--- config.mk ---
export PLATFORM = sky130hd
export DESIGN_NAME = uart_fc_core
export DESIGN_NICKNAME = d
export VERILOG_FILES = /design/src/rtl/uart_fc_pkg.sv /design/src/rtl/uart_phase_acc.sv /design/src/rtl/uart_tx_eng.sv /design/src/rtl/uart_rx_eng.sv /design/src/rtl/uart_rx_fifo.sv /design/src/rtl/uart_fc_core.sv
export SDC_FILE = /design/constraint.sdc
export NUM_CORES = 1
export LEC_CHECK = 0
export CAP_MARGIN = 5
export CORE_UTILIZATION = 55
export CTS_CLUSTER_DIAMETER = 40
export CTS_CLUSTER_SIZE = 8
export DETAILED_ROUTE_END_ITERATION = 12
export PLACE_DENSITY_LB_ADDON = 0.1
export SLEW_MARGIN = 20
export SYNTH_ARGS = -nofsm -noshare
export SYNTH_HDL_FRONTEND = slang
export SYNTH_HIERARCHICAL = 1
export SYNTH_SLANG_ARGS = --single-unit
--- constraint.sdc ---
create_clock -name clk -period 4.8 [get_ports clk]
set_clock_uncertainty 0.2 [all_clocks]
set_input_delay 0.72 -clock clk [delete_from_list [all_inputs] [get_ports clk]]
set_output_delay 0.72 -clock clk [all_outputs]
set_load 0.005 [all_outputs]
--- src/rtl/uart_fc_pkg.sv ---
package uart_fc_pkg;
  typedef enum logic [1:0] {
    PAR_NONE = 2'b00,
    PAR_ODD  = 2'b01,
    PAR_EVEN = 2'b10,
    PAR_RSVD = 2'b11
  } par_mode_e;

  typedef struct packed {
    logic       ferr;
    logic       perr;
    logic [7:0] data;
  } rx_word_t;

  function automatic logic parity_of(input logic [7:0] d, input logic odd);
    return odd ? ~^d : ^d;
  endfunction
endpackage

--- src/rtl/uart_phase_acc.sv ---
module uart_phase_acc #(
  parameter int MOD   = 4096,
  parameter int KEY_W = 14
) (
  input  logic             clk,
  input  logic             rst,
  input  logic             clr,
  input  logic [KEY_W-1:0] key,
  output logic             stb
);
  localparam int ACC_W = $clog2(MOD);
  localparam int SW    = ((ACC_W > KEY_W) ? ACC_W : KEY_W) + 1;

  logic [SW-1:0] acc, sum;

  always_comb begin
    sum = acc + SW'(key);
    stb = (sum >= SW'(MOD));
  end

  always_ff @(posedge clk) begin
    if (rst || clr)  acc <= '0;
    else if (stb)    acc <= sum - SW'(MOD);
    else             acc <= sum;
  end

  // phase stays inside one wrap period
  a_r2_acc_in_range: assert property (@(posedge clk) disable iff (rst)
    acc < SW'(MOD));
endmodule

--- src/rtl/uart_tx_eng.sv ---
module uart_tx_eng import uart_fc_pkg::*; #(
  parameter int KEY_W = 14,
  parameter int MOD   = 196608
) (
  input  logic             clk,
  input  logic             rst,
  input  logic [KEY_W-1:0] key,
  input  logic [1:0]       par_mode,
  input  logic             two_stop,
  input  logic             flow_en,
  input  logic             tx_valid,
  input  logic [7:0]       tx_data,
  output logic             tx_ready,
  output logic             txd,
  input  logic             cts_n
);
  logic        cts_m, cts_s;
  logic        busy, start, stb, par_en, pbit;
  logic [10:0] sh;
  logic [3:0]  left;

  always_ff @(posedge clk) begin
    if (rst) begin
      cts_m <= 1'b1;
      cts_s <= 1'b1;
    end else begin
      cts_m <= cts_n;
      cts_s <= cts_m;
    end
  end

  always_comb begin
    par_en = (par_mode == PAR_ODD) || (par_mode == PAR_EVEN);
    pbit   = parity_of(tx_data, par_mode == PAR_ODD);
    start  = tx_valid && !busy && !(flow_en && cts_s);
  end

  uart_phase_acc #(.MOD(MOD), .KEY_W(KEY_W)) u_rate (
    .clk(clk), .rst(rst), .clr(start), .key(key), .stb(stb)
  );

  always_ff @(posedge clk) begin
    if (rst) begin
      busy <= 1'b0;
      txd  <= 1'b1;
      sh   <= '1;
      left <= '0;
    end else if (start) begin
      busy <= 1'b1;
      txd  <= 1'b0;
      sh   <= par_en ? {2'b11, pbit, tx_data} : {3'b111, tx_data};
      left <= 4'd9 + {3'b000, par_en} + {3'b000, two_stop};
    end else if (busy && stb) begin
      if (left == 4'd0) begin
        busy <= 1'b0;
      end else begin
        txd  <= sh[0];
        sh   <= {1'b1, sh[10:1]};
        left <= left - 4'd1;
      end
    end
  end

  assign tx_ready = ~busy;

  a_r1_idle_line_high: assert property (@(posedge clk) disable iff (rst)
    !busy |-> txd);
  a_r3_start_bit_low: assert property (@(posedge clk) disable iff (rst)
    $rose(busy) |-> !txd);
  a_r6_hold_while_blocked: assert property (@(posedge clk) disable iff (rst)
    (!busy && flow_en && cts_s) |=> !busy);
endmodule

--- src/rtl/uart_rx_eng.sv ---
module uart_rx_eng import uart_fc_pkg::*; #(
  parameter int KEY_W = 14,
  parameter int MOD16 = 12288
) (
  input  logic             clk,
  input  logic             rst,
  input  logic [KEY_W-1:0] key,
  input  logic [1:0]       par_mode,
  input  logic             rxd,
  output logic             push,
  output rx_word_t         word
);
  typedef enum logic [2:0] {RX_IDLE, RX_START, RX_DATA, RX_PAR, RX_STOP} rx_state_e;

  rx_state_e   state;
  logic        rx_m, rx_s, rx_d, stb, par_en, perr;
  logic [3:0]  os;
  logic [2:0]  idx;
  logic [7:0]  dat;

  assign par_en = (par_mode == PAR_ODD) || (par_mode == PAR_EVEN);

  uart_phase_acc #(.MOD(MOD16), .KEY_W(KEY_W)) u_os (
    .clk(clk), .rst(rst), .clr(1'b0), .key(key), .stb(stb)
  );

  always_ff @(posedge clk) begin
    if (rst) begin
      rx_m <= 1'b1; rx_s <= 1'b1; rx_d <= 1'b1;
    end else begin
      rx_m <= rxd; rx_s <= rx_m; rx_d <= rx_s;
    end
  end

  always_ff @(posedge clk) begin
    if (rst) begin
      state <= RX_IDLE;
      push  <= 1'b0;
      os    <= '0;
      idx   <= '0;
      dat   <= '0;
      perr  <= 1'b0;
      word  <= '0;
    end else begin
      push <= 1'b0;
      case (state)
        RX_IDLE: if (rx_d && !rx_s) begin
          state <= RX_START;
          os    <= '0;
        end
        RX_START: if (stb) begin
          if (os == 4'd7) begin
            state <= rx_s ? RX_IDLE : RX_DATA;
            os    <= '0;
            idx   <= '0;
            perr  <= 1'b0;
          end else os <= os + 4'd1;
        end
        RX_DATA: if (stb) begin
          if (os == 4'd15) begin
            os  <= '0;
            dat <= {rx_s, dat[7:1]};
            idx <= idx + 3'd1;
            if (idx == 3'd7) state <= par_en ? RX_PAR : RX_STOP;
          end else os <= os + 4'd1;
        end
        RX_PAR: if (stb) begin
          if (os == 4'd15) begin
            os    <= '0;
            perr  <= (rx_s != parity_of(dat, par_mode == PAR_ODD));
            state <= RX_STOP;
          end else os <= os + 4'd1;
        end
        RX_STOP: if (stb) begin
          if (os == 4'd15) begin
            push  <= 1'b1;
            word  <= '{ferr: !rx_s, perr: perr, data: dat};
            state <= RX_IDLE;
          end else os <= os + 4'd1;
        end
        default: state <= RX_IDLE;
      endcase
    end
  end

  a_r9_push_from_stop: assert property (@(posedge clk) disable iff (rst)
    push |-> $past(state) == RX_STOP);
  a_r12_start_needs_fall: assert property (@(posedge clk) disable iff (rst)
    (state == RX_IDLE && !(rx_d && !rx_s)) |=> state == RX_IDLE);
endmodule

--- src/rtl/uart_rx_fifo.sv ---
module uart_rx_fifo #(
  parameter int DEPTH = 8,
  parameter int W     = 10
) (
  input  logic                       clk,
  input  logic                       rst,
  input  logic                       push,
  input  logic [W-1:0]               wdata,
  input  logic                       pop,
  output logic                       rvalid,
  output logic [W-1:0]               rdata,
  output logic [$clog2(DEPTH):0]     count
);
  localparam int AW = $clog2(DEPTH);

  logic [W-1:0]  mem [DEPTH];
  logic [AW-1:0] wp, rp;
  logic          wr, rd;

  assign wr     = push && (count != (AW+1)'(DEPTH));
  assign rd     = pop && (count != '0);
  assign rvalid = (count != '0);
  assign rdata  = mem[rp];

  always_ff @(posedge clk) begin
    if (wr) mem[wp] <= wdata;
  end

  always_ff @(posedge clk) begin
    if (rst) begin
      wp <= '0; rp <= '0; count <= '0;
    end else begin
      if (wr) wp <= wp + AW'(1);
      if (rd) rp <= rp + AW'(1);
      count <= count + (AW+1)'(wr) - (AW+1)'(rd);
    end
  end

  a_r11_count_bound: assert property (@(posedge clk) disable iff (rst)
    count <= (AW+1)'(DEPTH));
  a_r11_full_drop: assert property (@(posedge clk) disable iff (rst)
    (count == (AW+1)'(DEPTH) && push && !pop) |=> count == (AW+1)'(DEPTH));
endmodule

--- src/rtl/uart_fc_core.sv ---
module uart_fc_core import uart_fc_pkg::*; #(
  parameter int CLK_MHZ      = 48,
  parameter int KEY_W        = 14,
  parameter int RX_DEPTH     = 8,
  parameter int RTS_FREE_MIN = 2
) (
  input  logic             clk,
  input  logic             rst,
  input  logic [KEY_W-1:0] cfg_key,
  input  logic [1:0]       cfg_par,
  input  logic             cfg_two_stop,
  input  logic             cfg_flow_en,
  input  logic             tx_valid,
  input  logic [7:0]       tx_data,
  output logic             tx_ready,
  output logic             txd,
  input  logic             cts_n,
  input  logic             rxd,
  output logic             rx_valid,
  output logic [7:0]       rx_data,
  output logic             rx_perr,
  output logic             rx_ferr,
  input  logic             rx_ready,
  output logic             rts_n
);
  localparam int TX_MOD = 4096 * CLK_MHZ;
  localparam int RX_MOD = 256 * CLK_MHZ;
  localparam int CW     = $clog2(RX_DEPTH) + 1;

  rx_word_t        in_word, out_word;
  logic            in_push;
  logic [CW-1:0]   fill, free_cnt;

  uart_tx_eng #(.KEY_W(KEY_W), .MOD(TX_MOD)) u_tx (
    .clk(clk), .rst(rst), .key(cfg_key), .par_mode(cfg_par),
    .two_stop(cfg_two_stop), .flow_en(cfg_flow_en), .tx_valid(tx_valid),
    .tx_data(tx_data), .tx_ready(tx_ready), .txd(txd), .cts_n(cts_n)
  );

  uart_rx_eng #(.KEY_W(KEY_W), .MOD16(RX_MOD)) u_rx (
    .clk(clk), .rst(rst), .key(cfg_key), .par_mode(cfg_par), .rxd(rxd),
    .push(in_push), .word(in_word)
  );

  uart_rx_fifo #(.DEPTH(RX_DEPTH), .W($bits(rx_word_t))) u_q (
    .clk(clk), .rst(rst), .push(in_push), .wdata(in_word), .pop(rx_ready),
    .rvalid(rx_valid), .rdata(out_word), .count(fill)
  );

  assign rx_data  = out_word.data;
  assign rx_perr  = out_word.perr;
  assign rx_ferr  = out_word.ferr;
  assign free_cnt = CW'(RX_DEPTH) - fill;

  always_ff @(posedge clk) begin
    if (rst) rts_n <= 1'b0;
    else     rts_n <= cfg_flow_en && (free_cnt <= CW'(RTS_FREE_MIN));
  end

  a_r10_rts_needs_flow: assert property (@(posedge clk) disable iff (rst)
    rts_n |-> $past(cfg_flow_en));
endmodule

## Yosys cells after proc, flatten, opt, wreduce, memory -nomap -nowiden

Memory sizes are Yosys's and may differ from the RTL's. A register that Yosys moved wholly into a read port is not among the register bits.
Cells that the tools add are included.

- Memories: 1
- Input port bits: 32
- Output and inout port bits: 14
- Bits in latches: 0
- RAM bits: 80
- Word-level logic and storage cells: 157
- Flip-flop bits (word level): 97
- Memory bits (read-only): 0

Memory list:

| name | depth | width | rd ports | clocked after Yosys merged registers in | wr ports | RTL line | text |
|---|---|---|---|---|---|---|---|
| u_q.mem | 8 | 10 | 1 | 1 | 1 | uart_rx_fifo.sv:16 | `logic [W-1:0] mem [DEPTH];` |

- Order comparisons: 3
- Reduce and logical (&&, ||, !) cells: 35
- Bitwise logic cells: 3
- Eq/ne operators: 24
- Multiplexer cells: 53
- Shift operators: 0
- $add $sub $neg: 14
- Divide/modulo/power cells: 0
- $mul: 0

Operators by type and width:

| kind | number |
|---|---|
| $mux W3 | 17 |
| $mux W4 | 10 |
| $mux W11 | 3 |
| $ne A2 B1 Y1 const B | 11 |
| $add A19 B14 Y19 | 1 |
| $ge A19 B18 Y1 const B | 1 |
| $mux W19 | 1 |
| $sub A19 B18 Y19 const B | 1 |
| $pmux W4 S4 | 1 |
| $reduce_xnor A8 Y1 | 2 |
| $reduce_xor A8 Y1 | 2 |
| $add A15 B14 Y15 | 1 |
| $ge A15 B14 Y1 const B | 1 |
| $mux W1 | 15 |
| $mux W15 | 1 |
| $pmux W3 S5 | 1 |
| $sub A15 B14 Y15 const B | 1 |
| $reduce_and A10 Y1 | 1 |
| $reduce_and A5 Y1 | 2 |
| $add A3 B1 Y3 const B | 3 |
| $mux W9 | 1 |
| $add A4 B1 Y4 | 2 |
| $logic_and A1 B1 Y1 | 8 |
| $reduce_bool A2 Y1 | 4 |
| other kinds (30) | 41 |

## Logic depth before layout (Yosys ltp)

Gate-level depths: netlist of the first run.

- Depth in word-level cells: 7
- Mapped depth: 22
- Mapped depth without buffers: 21

## Hierarchy

The synthesis of the first run kept the hierarchy.

Modules (own cells, without submodules):

| module | times used | cells an instance | area an instance (µm²) |
|---|---|---|---|
| uart_rx_fifo | 1 | 194 | 3804.9 |
| uart_rx_eng | 1 | 174 | 1599.0 |
| uart_phase_acc at u_tx.u_rate | 1 | 172 | 1491.4 |
| uart_phase_acc at u_rx.u_os | 1 | 139 | 1213.7 |
| uart_tx_eng | 1 | 103 | 987.2 |
| uart_fc_core | 1 | 12 | 98.8 |

## Worst setup path after synthesis of the first run

Ideal clock, no wire load.

- Path type: input to register
- From: input cfg_key[0]
- To: register u_rx.os[3]
- Arrival time: 4.507 ns
- Path slack: 0.019 ns
- Setup time: 0.074 ns
- Cell stages on the path: 20
- Cell sequence: ha_1 > inv_1 > fa_1 > and2b_1 > o2111ai_2 > and3b_1 > o31ai_1 > a21oi_1 > xor2_1 > ha_1 > nand4b_1 > nor4_2 > nand4_1 > o31a_1 > o21ai_1 > o21ai_0 > a21oi_2 > a41oi_2 > or4_1 > a31oi_1

- Longest elaborated chain between the ends: 4
- Elaborated cells between the ends (all ways): 6
- Classes of those cells: add/sub: 1; order compare: 1; eq/ne: 3; reduce/logical: 1

Ends and longest elaborated chain:

| item | RTL line | text |
|---|---|---|
| start: declaration | uart_fc_core.sv:9 | `input logic [KEY_W-1:0] cfg_key,` |
| $add A15 B14 Y15 * | uart_phase_acc.sv:17 | `sum = acc + SW'(key);` |
| $ge A15 B14 Y1 * | uart_phase_acc.sv:18 | `stb = (sum >= SW'(MOD));` |
| net u_rx.stb | uart_rx_eng.sv:16 | `logic rx_m, rx_s, rx_d, stb, par_en, perr;` |
| $ne A2 B1 Y1 (no line) | -- |  |
| $reduce_and A6 Y1 (no line) * | -- |  |
| end signal: assignment | uart_rx_eng.sv:57 | `end else os <= os + 4'd1;` |
| end signal: assignment | uart_rx_eng.sv:65 | `end else os <= os + 4'd1;` |
| end signal: assignment | uart_rx_eng.sv:72 | `end else os <= os + 4'd1;` |
| end: declaration | uart_rx_eng.sv:17 | `logic [3:0] os;` |

The timed path passes the listed nets; every way through them passes the cells marked *.
A chain may end at the register's enable or synchronous reset.

## Final worst setup path of the first run

- From: input cfg_key[12]
- To: register u_rx.os[3]

Same word-level chain as after synthesis.

==> results of run 1 <==
-- power by group --
part           leakage [nW]  switching (W)  internal (W)
logic                  2.62       0.000605      0.000644
clock network         0.293       0.000622      0.000790
registers              1.44      0.0000790       0.00165
total                  4.35        0.00131       0.00309
-- stage by stage --
step | cell area (sq um) | hold slack (ns) | TNS [ns]
2_1_floorplan | 9200 | 0.189 | 0
3_3_place_gp | 10500 | 0.196 | -21.22
3_5_place_dp | 10500 | 0.198 | -29.44
4_1_cts | 11200 | 0.214 | 0
5_1_grt | 11500 | 0.231 | -0.472
6_report | 11500 | 0.213 | 0
-- cell families (layout without fill, tap and decap cells) --
family                   Yosys count  in the layout
flip-flops                       178            178
adder cells (fa/ha/maj)           50             50
multiplexers                      60             60
AO/OA/AOI/OAI                    155            155
buffers and inverters             60            225
XOR/XNOR                          47             47
AND/OR/NAND/NOR                  243            243
other                              1              2
-- flip-flops by register name, summed over array words and instances (netlist names), 3 cells and up, named ones only --
signal,flops
u_q/count,4
u_q/mem,80
u_q/rp,3
u_q/wp,3
u_rx/dat,8
u_rx/idx,3
u_rx/os,4
u_rx/state,3
u_rx/u_os/acc,15
u_rx/word,10
u_tx/left,4
u_tx/sh,9
u_tx/u_rate/acc,19
-- per-layer routing --
metal / global-route usage [%] / vias up / wire length, microns
met2: 40.6 / 186 / 10100
li1: - / 3262 / -
met1: 31.6 / 3258 / 9180
met3: 4.32 / 33 / 925
met5: 0 / - / 0
met4: 8.91 / 0 / 347
-- cells in the final DEF, fill, tap and decap left out, types with 7 or more instances in the layout --
master / count
or2_2: 9
a21oi_1: 32
buf_4: 117
clkdlybuf4s50_1: 35
mux2i_1: 23
clkbuf_16: 17
nand2b_1: 16
nor3_1: 18
nor2b_1: 10
ha_1: 38
a31oi_1: 7
dlymetal6s2s_1: 8
xnor2_1: 29
inv_1: 29
edfxtp_1: 80
mux4_1: 20
o21ai_0: 11
o21bai_1: 10
a211oi_2: 9
mux2_2: 17
nand3_1: 17
nor2_1: 74
and2_1: 14
nand2_1: 25
o21a_1: 14
xor2_1: 15
dfxtp_1: 98
a21oi_2: 8
-- final cells by class --
class                           instances  area [sq um]
Sequential cell                       178          4360
Clock buffer                           19           433
Clock inverter                         13           169
Tap cell                              216           270
Timing Repair Buffer                  164          1370
Fill cell                            1108          4600
Multi-Input combinational cell        557          4800
Inverter                               29           109
-- final timing paths --
| path | start | depth (start not counted) | to | slack [ns] |
|---|---|---|---|---|
| setup reg to reg | u_rx/u_os/acc[0] | 24 | u_rx/os[3] | 0.30 |
| hold / removal | u_tx/cts_m | 1 | u_tx/cts_s | 0.21 |
| hold reg to reg | u_tx/cts_m | 1 | u_tx/cts_s | 0.21 |
| setup / recovery | cfg_key[12] | 23 | u_rx/os[3] | 0.19 |
-- worst register-to-register path, cell delays in order, from the launching register on --
cell	delay, ns
dfxtp_1	0.33
ha_2	0.18
inv_1	0.05
fa_2	0.34
and2b_1	0.23
o2111ai_2	0.15
and3b_2	0.26
o31ai_4	0.18
a21oi_2	0.10
xor2_2	0.17
buf_4	0.14
buf_4	0.12
buf_4	0.12
buf_4	0.12
buf_4	0.12
buf_4	0.12
buf_4	0.12
buf_4	0.13
o31a_1	0.12
o21ai_2	0.11
o21ai_2	0.09
a21oi_2	0.17
a41oi_2	0.08
or4_1	0.55
a31oi_1	0.13
-- timing repair --
item,4_1_cts,5_1_grt
setup endpoints to repair,44,45
resized for setup,11,48
pin swaps,17,35
hold buffers,0,0
setup buffers,9,10
endpoints found under the hold margin,0,0
==> results.md, run 1 <==
* End-of-flow core utilization at 71.5%
* Post-Synth Simple-Gate Area at between 10% and 20%
* RD Place Congestion at roughly 0.89
* Die Footprint at 17200 sq um
* Die W at about 130 microns
* DR pass1 iterations at 4
* CTS Buffer Depth at 2
* Outcome: complete, no violations
* Synthesized area at approximately 9200 sq um
* Final Max Tran Viols at 0
* Synth top area cells: edfxtp_1 (26%), dfxtp_1 (21%), ha_1 (6.4%), mux4_1 (5.7%), nor2_1 (3.1%)
* Core box area at 16100 sq um
* Initial antenna violation count at 0
* Max_slew headroom at between 20% and 30%
* CTS root buf: clkbuf_16
* WL per Instance at between 15 and 20 microns
* Syn-to-layout area delta at 25.3%
* CP bufs+invs at 10
* Peak VDD IR at between 0.3 and 0.4 mV
* Worst Path Max Fanout at 5
* Minimum clock period at 4.61 ns
* Most area-hungry cell type in the Yosys netlist: edfxtp_1
* Finish-stage setup viols at 0
* Remaining DRCs at 0
* Leakage power at between 4 and 5 nW
* Fin worst setup slack at just under 0.2 ns
* Multiplexer area fraction after synthesis at 10.3%
* Initial DRC Count at ~520
* Adder-cell share of the synthesized area at 7.05%
* Boundary Pins at 46
* Synthesized flop and latch total at ~180
* CTS Buf Count at 17
* Crit Path Category: in -> reg
* Final std cells w/o fill at about 1200
* H-tree Lvls at 4
* Post-synthesis sequential area ratio at 47.5%
* CP most frequent cell: buf_4
* Nets at about 1000
* P per Cell Area at approximately 380 nW/um^2
* CP max stage delay at 0.54 ns
* Mapped Avg Cell Area at roughly 12 sq um
* Crit-path cells: clkdlybuf4s50_1 > buf_4 > ha_1 > a21oi_1 > o21a_1 > o31ai_4 > a21oi_2 > xor2_2 > buf_4 > buf_4 > buf_4 > buf_4 > buf_4 > buf_4 > buf_4 > buf_4 > o31a_1 > o21ai_2 > o21ai_2 > a21oi_2 > a41oi_2 > or4_1 > a31oi_1
* Largest family of logic cells by synthesized area: simple AND/OR/NAND/NOR gates
* Via count at 6739
* Synth Area in Compound Gates at between 10% and 20%
* Vias/cell at roughly 5.7
* Type of origin of the critical path: input port
* Hold Violations, Final at 0
* Crit share post-route at a little over nine tenths
* Ys Warns at 6
* HPWL after detailed placement at 14.1 mm
* Commonest cells post-synth: dfxtp_1 (98), edfxtp_1 (80), nor2_1 (77), ha_1 (47), a21oi_1 (39)
* Mapped Cells at approximately 790
* Synth cell types at 94
* Worst-Skew Late Latency at around 0.43 ns
* Share of post-route cells with drive strength above 1 at a little over a quarter
* Primary FF master, synth: dfxtp_1
* Tightest Pin Transition at about 1.0 ns
* Max-cap viol count at 0
* Final WL at approximately 20 mm
* Crit end category: flip-flop
* CTS tree: done
* GRT Total Usage at between 20% and 30%
* EDFF count, synth at 80
* Diode count at 0
* Family with the most delay on the worst path: buffers and inverters
* Placed Cells at 1125
* Number of global-route vias before repair at approximately 6700
* Port bufs at 45
* CP Data Arrival Time at 4.77 ns
* Initial Utilization at between 50% and 60%
* Top-count cell post-synth: dfxtp_1
* Sink Count at 178
* Slowest-stage cell, CP: or4_1
* Clk slew on worst S/H paths at roughly 0.07 ns
* HP Class: reg -> reg
* FP Rows at 46
* Place WS at -0.850 ns
* Antenna Nets Post-Route at 0
* Total Power at 0.00439 W
* Largest net degree at the start of global routing at 41
* Post-Synth XOR/XNOR Area at under 10%
* Gr ovfl total at 0
* Max Clk Rate at about 220 MHz
* CP required at around 5.0 ns
* Die H at 131 microns
* Area share of the largest cell type after synthesis at a little over a quarter
* Asr flop ratio synth at 0%
* First-pass GRT wire length at about 33 mm
Note: power is estimated with default switching activity, not from simulation.
==> run 2, diff against run 1 <==
--- a/config.mk
+++ b/config.mk
@@ -11,6 +11,8 @@
 export CTS_CLUSTER_SIZE = 8
 export DETAILED_ROUTE_END_ITERATION = 12
 export PLACE_DENSITY_LB_ADDON = 0.1
+export SKIP_CTS_REPAIR_TIMING = 1
+export SKIP_LAST_GASP = 1
 export SLEW_MARGIN = 20
 export SYNTH_ARGS = -nofsm -noshare
 export SYNTH_HDL_FRONTEND = slang
==> run 2 against run 1 <==
Worst hold slack hardly changed. Sequential cell count stayed put. Critical endpoint is now u_tx/sh[4]. First-iteration DRC count down 7.4%.
==> results.md, run 2 (same netlist as run 1, synthesis figures left out) <==
* Peak VDD IR at 0.333 mV (about the same)
* Met2 Track Usage GR at 40.1% (was 40.6%)
* P per Cell Area at 380 nW/um^2 (was 381 nW/um^2)
* Hold Violations, Final at 0 (unchanged)
* Worst-Skew Late Latency at 0.43 ns (about the same)
* Most common cell after layout, fill and taps aside: buf_4 (unchanged)
* RD Place Congestion at 0.887 (unchanged)
* FP Rows at 46 (unchanged)
* Clk slew on worst S/H paths at 0.07 ns (about the same)
* Number of global-route vias before repair at 6670 (was 6742)
* Final WL at 20.0 mm (was 20.6 mm)
* Place WS at -0.850 ns (unchanged)
* WL per Instance at 17.1 microns (was 17.5 microns)
* Gr ovfl total at 0 (unchanged)
* Boundary Pins at 46 (unchanged)
* CP required at 4.92 ns (was 4.96 ns)
* HP Class: reg -> reg (unchanged)
* Max Clk Rate at 221 MHz (was 217 MHz)
* DR pass1 iterations at 5 (was 4)
* Total Power at 0.00434 W (was 0.00439 W)
* Sink Count at 178 (unchanged)
* Share of post-route cells with drive strength above 1 at 25.5% (was 26.7%)
* Initial antenna violation count at 0 (unchanged)
* Outcome: complete, no violations (unchanged)
* GRT Total Usage at 24.0% (was 24.3%)
* H-tree Lvls at 4 (unchanged)
* Diode count at 0 (unchanged)
* Most Crowded Layer GR: met2 (unchanged)
* Worst Path Max Fanout at 6 (was 5)
* HPWL after detailed placement at 14.1 mm (unchanged)
* CTS tree: done (unchanged)
* Initial Utilization at 57.1% (unchanged)
* Nets at 1022 (was 1029)
* Finish-stage setup viols at 0 (unchanged)
* Vias/cell at 5.69 (was 5.73)
* Placement Cell Area at 10500 sq um (unchanged)
* Core box area at 16100 sq um (unchanged)
* Die Footprint at 17200 sq um (unchanged)
* Max_slew headroom at 28.8% (was 29.9%)
* Type of origin of the critical path: input port (unchanged)
* Antenna Nets Post-Route at 0 (unchanged)
* Tightest Pin Transition at 1.06 ns (was 1.05 ns)
* CTS Buffer Depth at 2 (unchanged)
* Via count at 6649 (was 6739)
* Remaining DRCs at 0 (unchanged)
* Fillers at 1124 (was 1108)
* Finished Cell Area at 11400 sq um (was 11500 sq um)
* Max-cap viol count at 0 (unchanged)
* Syn-to-layout area delta at 24.3% (was 25.3%)
* Top flop regs: u_q/mem x80, u_tx/u_rate/acc x19, u_rx/u_os/acc x15 (unchanged)
* Max reg flops at 80 (unchanged)
* Largest Register: u_q/mem (unchanged)
* Crit end category: flip-flop (unchanged)
* Crit Path Category: in -> reg (unchanged)
* Die W at 131 microns (unchanged)
* CP Data Arrival Time at 4.65 ns (was 4.77 ns)
* Crit share post-route at 94.3% (was 96.0%)
* Largest net degree at the start of global routing at 41 (unchanged)
* Fin worst setup slack at 0.271 ns (was 0.192 ns)
* CTS Buf Count at 17 (unchanged)
* Initial DRC Count at 479 (was 517)
* Port bufs at 45 (unchanged)
* GR Layer Usage met1 at 31.4% (was 31.6%)
* CTS root buf: clkbuf_16 (unchanged)
* First-pass GRT wire length at 32.7 mm (was 33.1 mm)
* Grt met3 use at 4.24% (was 4.32%)
* Minimum clock period at 4.53 ns (was 4.61 ns)
* Most frequent cells in the layout: buf_4 (109), dfxtp_1 (98), edfxtp_1 (80), nor2_1 (74), ha_1 (40) (was buf_4 (117), dfxtp_1 (98), edfxtp_1 (80), nor2_1 (74), ha_1 (38))
* Final Max Tran Viols at 0 (unchanged)
* Leakage power at 4.32 nW (was 4.35 nW)
* Hold WS at 0.213 ns (about the same)
* Die H at 131 microns (unchanged)
run 2: path summary, 6_finish.rpt:
| path | from | slack, ns | cells after the start | to |
|---|---|---|---|---|
| min | u_tx/cts_m | 0.21 | 1 | u_tx/cts_s |
| max | cfg_key[12] | 0.27 | 22 | u_tx/sh[4] |
| max reg2reg | u_rx/u_os/acc[0] | 0.40 | 20 | u_rx/os[3] |
| min reg2reg | u_tx/cts_m | 0.21 | 1 | u_tx/cts_s |
run 2: worst max-delay path, cell delays in order:
cell and delay [ns]:
clkdlybuf4s50_1 0.44, ha_1 0.32, a211oi_1 0.20, nand2_1 0.17
a2111oi_4 0.37, nor2_2 0.09, nand3_1 0.11, xor2_1 0.08
nand2b_1 0.16, inv_1 0.07, ha_1 0.15, nand3_2 0.08
nor4_4 0.18, o2111ai_2 0.15, nor4b_2 0.30, a41oi_2 0.15
nand2_1 0.13, nand2_2 0.09, buf_4 0.17, o21a_1 0.18
a211oi_2 0.20, o21bai_1 0.10
run 2: final cells by class:
class                   instances  area (sq um)  share of cell area [%]
clock buffers                  19           433                    3.79
clock inverters                13           169                    1.48
inverters                      29           109                   0.953
multi-input cells             557          4750                    41.6
flip-flops and latches        178          4360                    38.2
well taps                     216           270                    2.37
repair buffers                157          1330                    11.6
run 2: metal layers:
metal	share of wire, %	vias up
met1	46	3221
met2	49	141
li1	-	3250
met3	3.8	37
met5	0	-
met4	2.0	0
run 2: stage by stage:
| stage | instances | util (%) | TNS, ns |
|---|---|---|---|
| 2_1_floorplan | 795 | - | 0 |
| 5_1_grt | 1169 | 70.9 | -0.0473 |
| 3_3_place_gp | 1125 | 65.3 | -21.22 |
| 3_5_place_dp | 1125 | 65.3 | -29.44 |
| 4_1_cts | 1157 | 69.0 | -9.85 |
| 6_report | 1169 | 70.9 | 0 |
run 2: power by group:
part           internal (W)  switching (W)
clock              0.000790       0.000619
sequential          0.00165      0.0000753
combinational      0.000615       0.000587
total               0.00306        0.00128
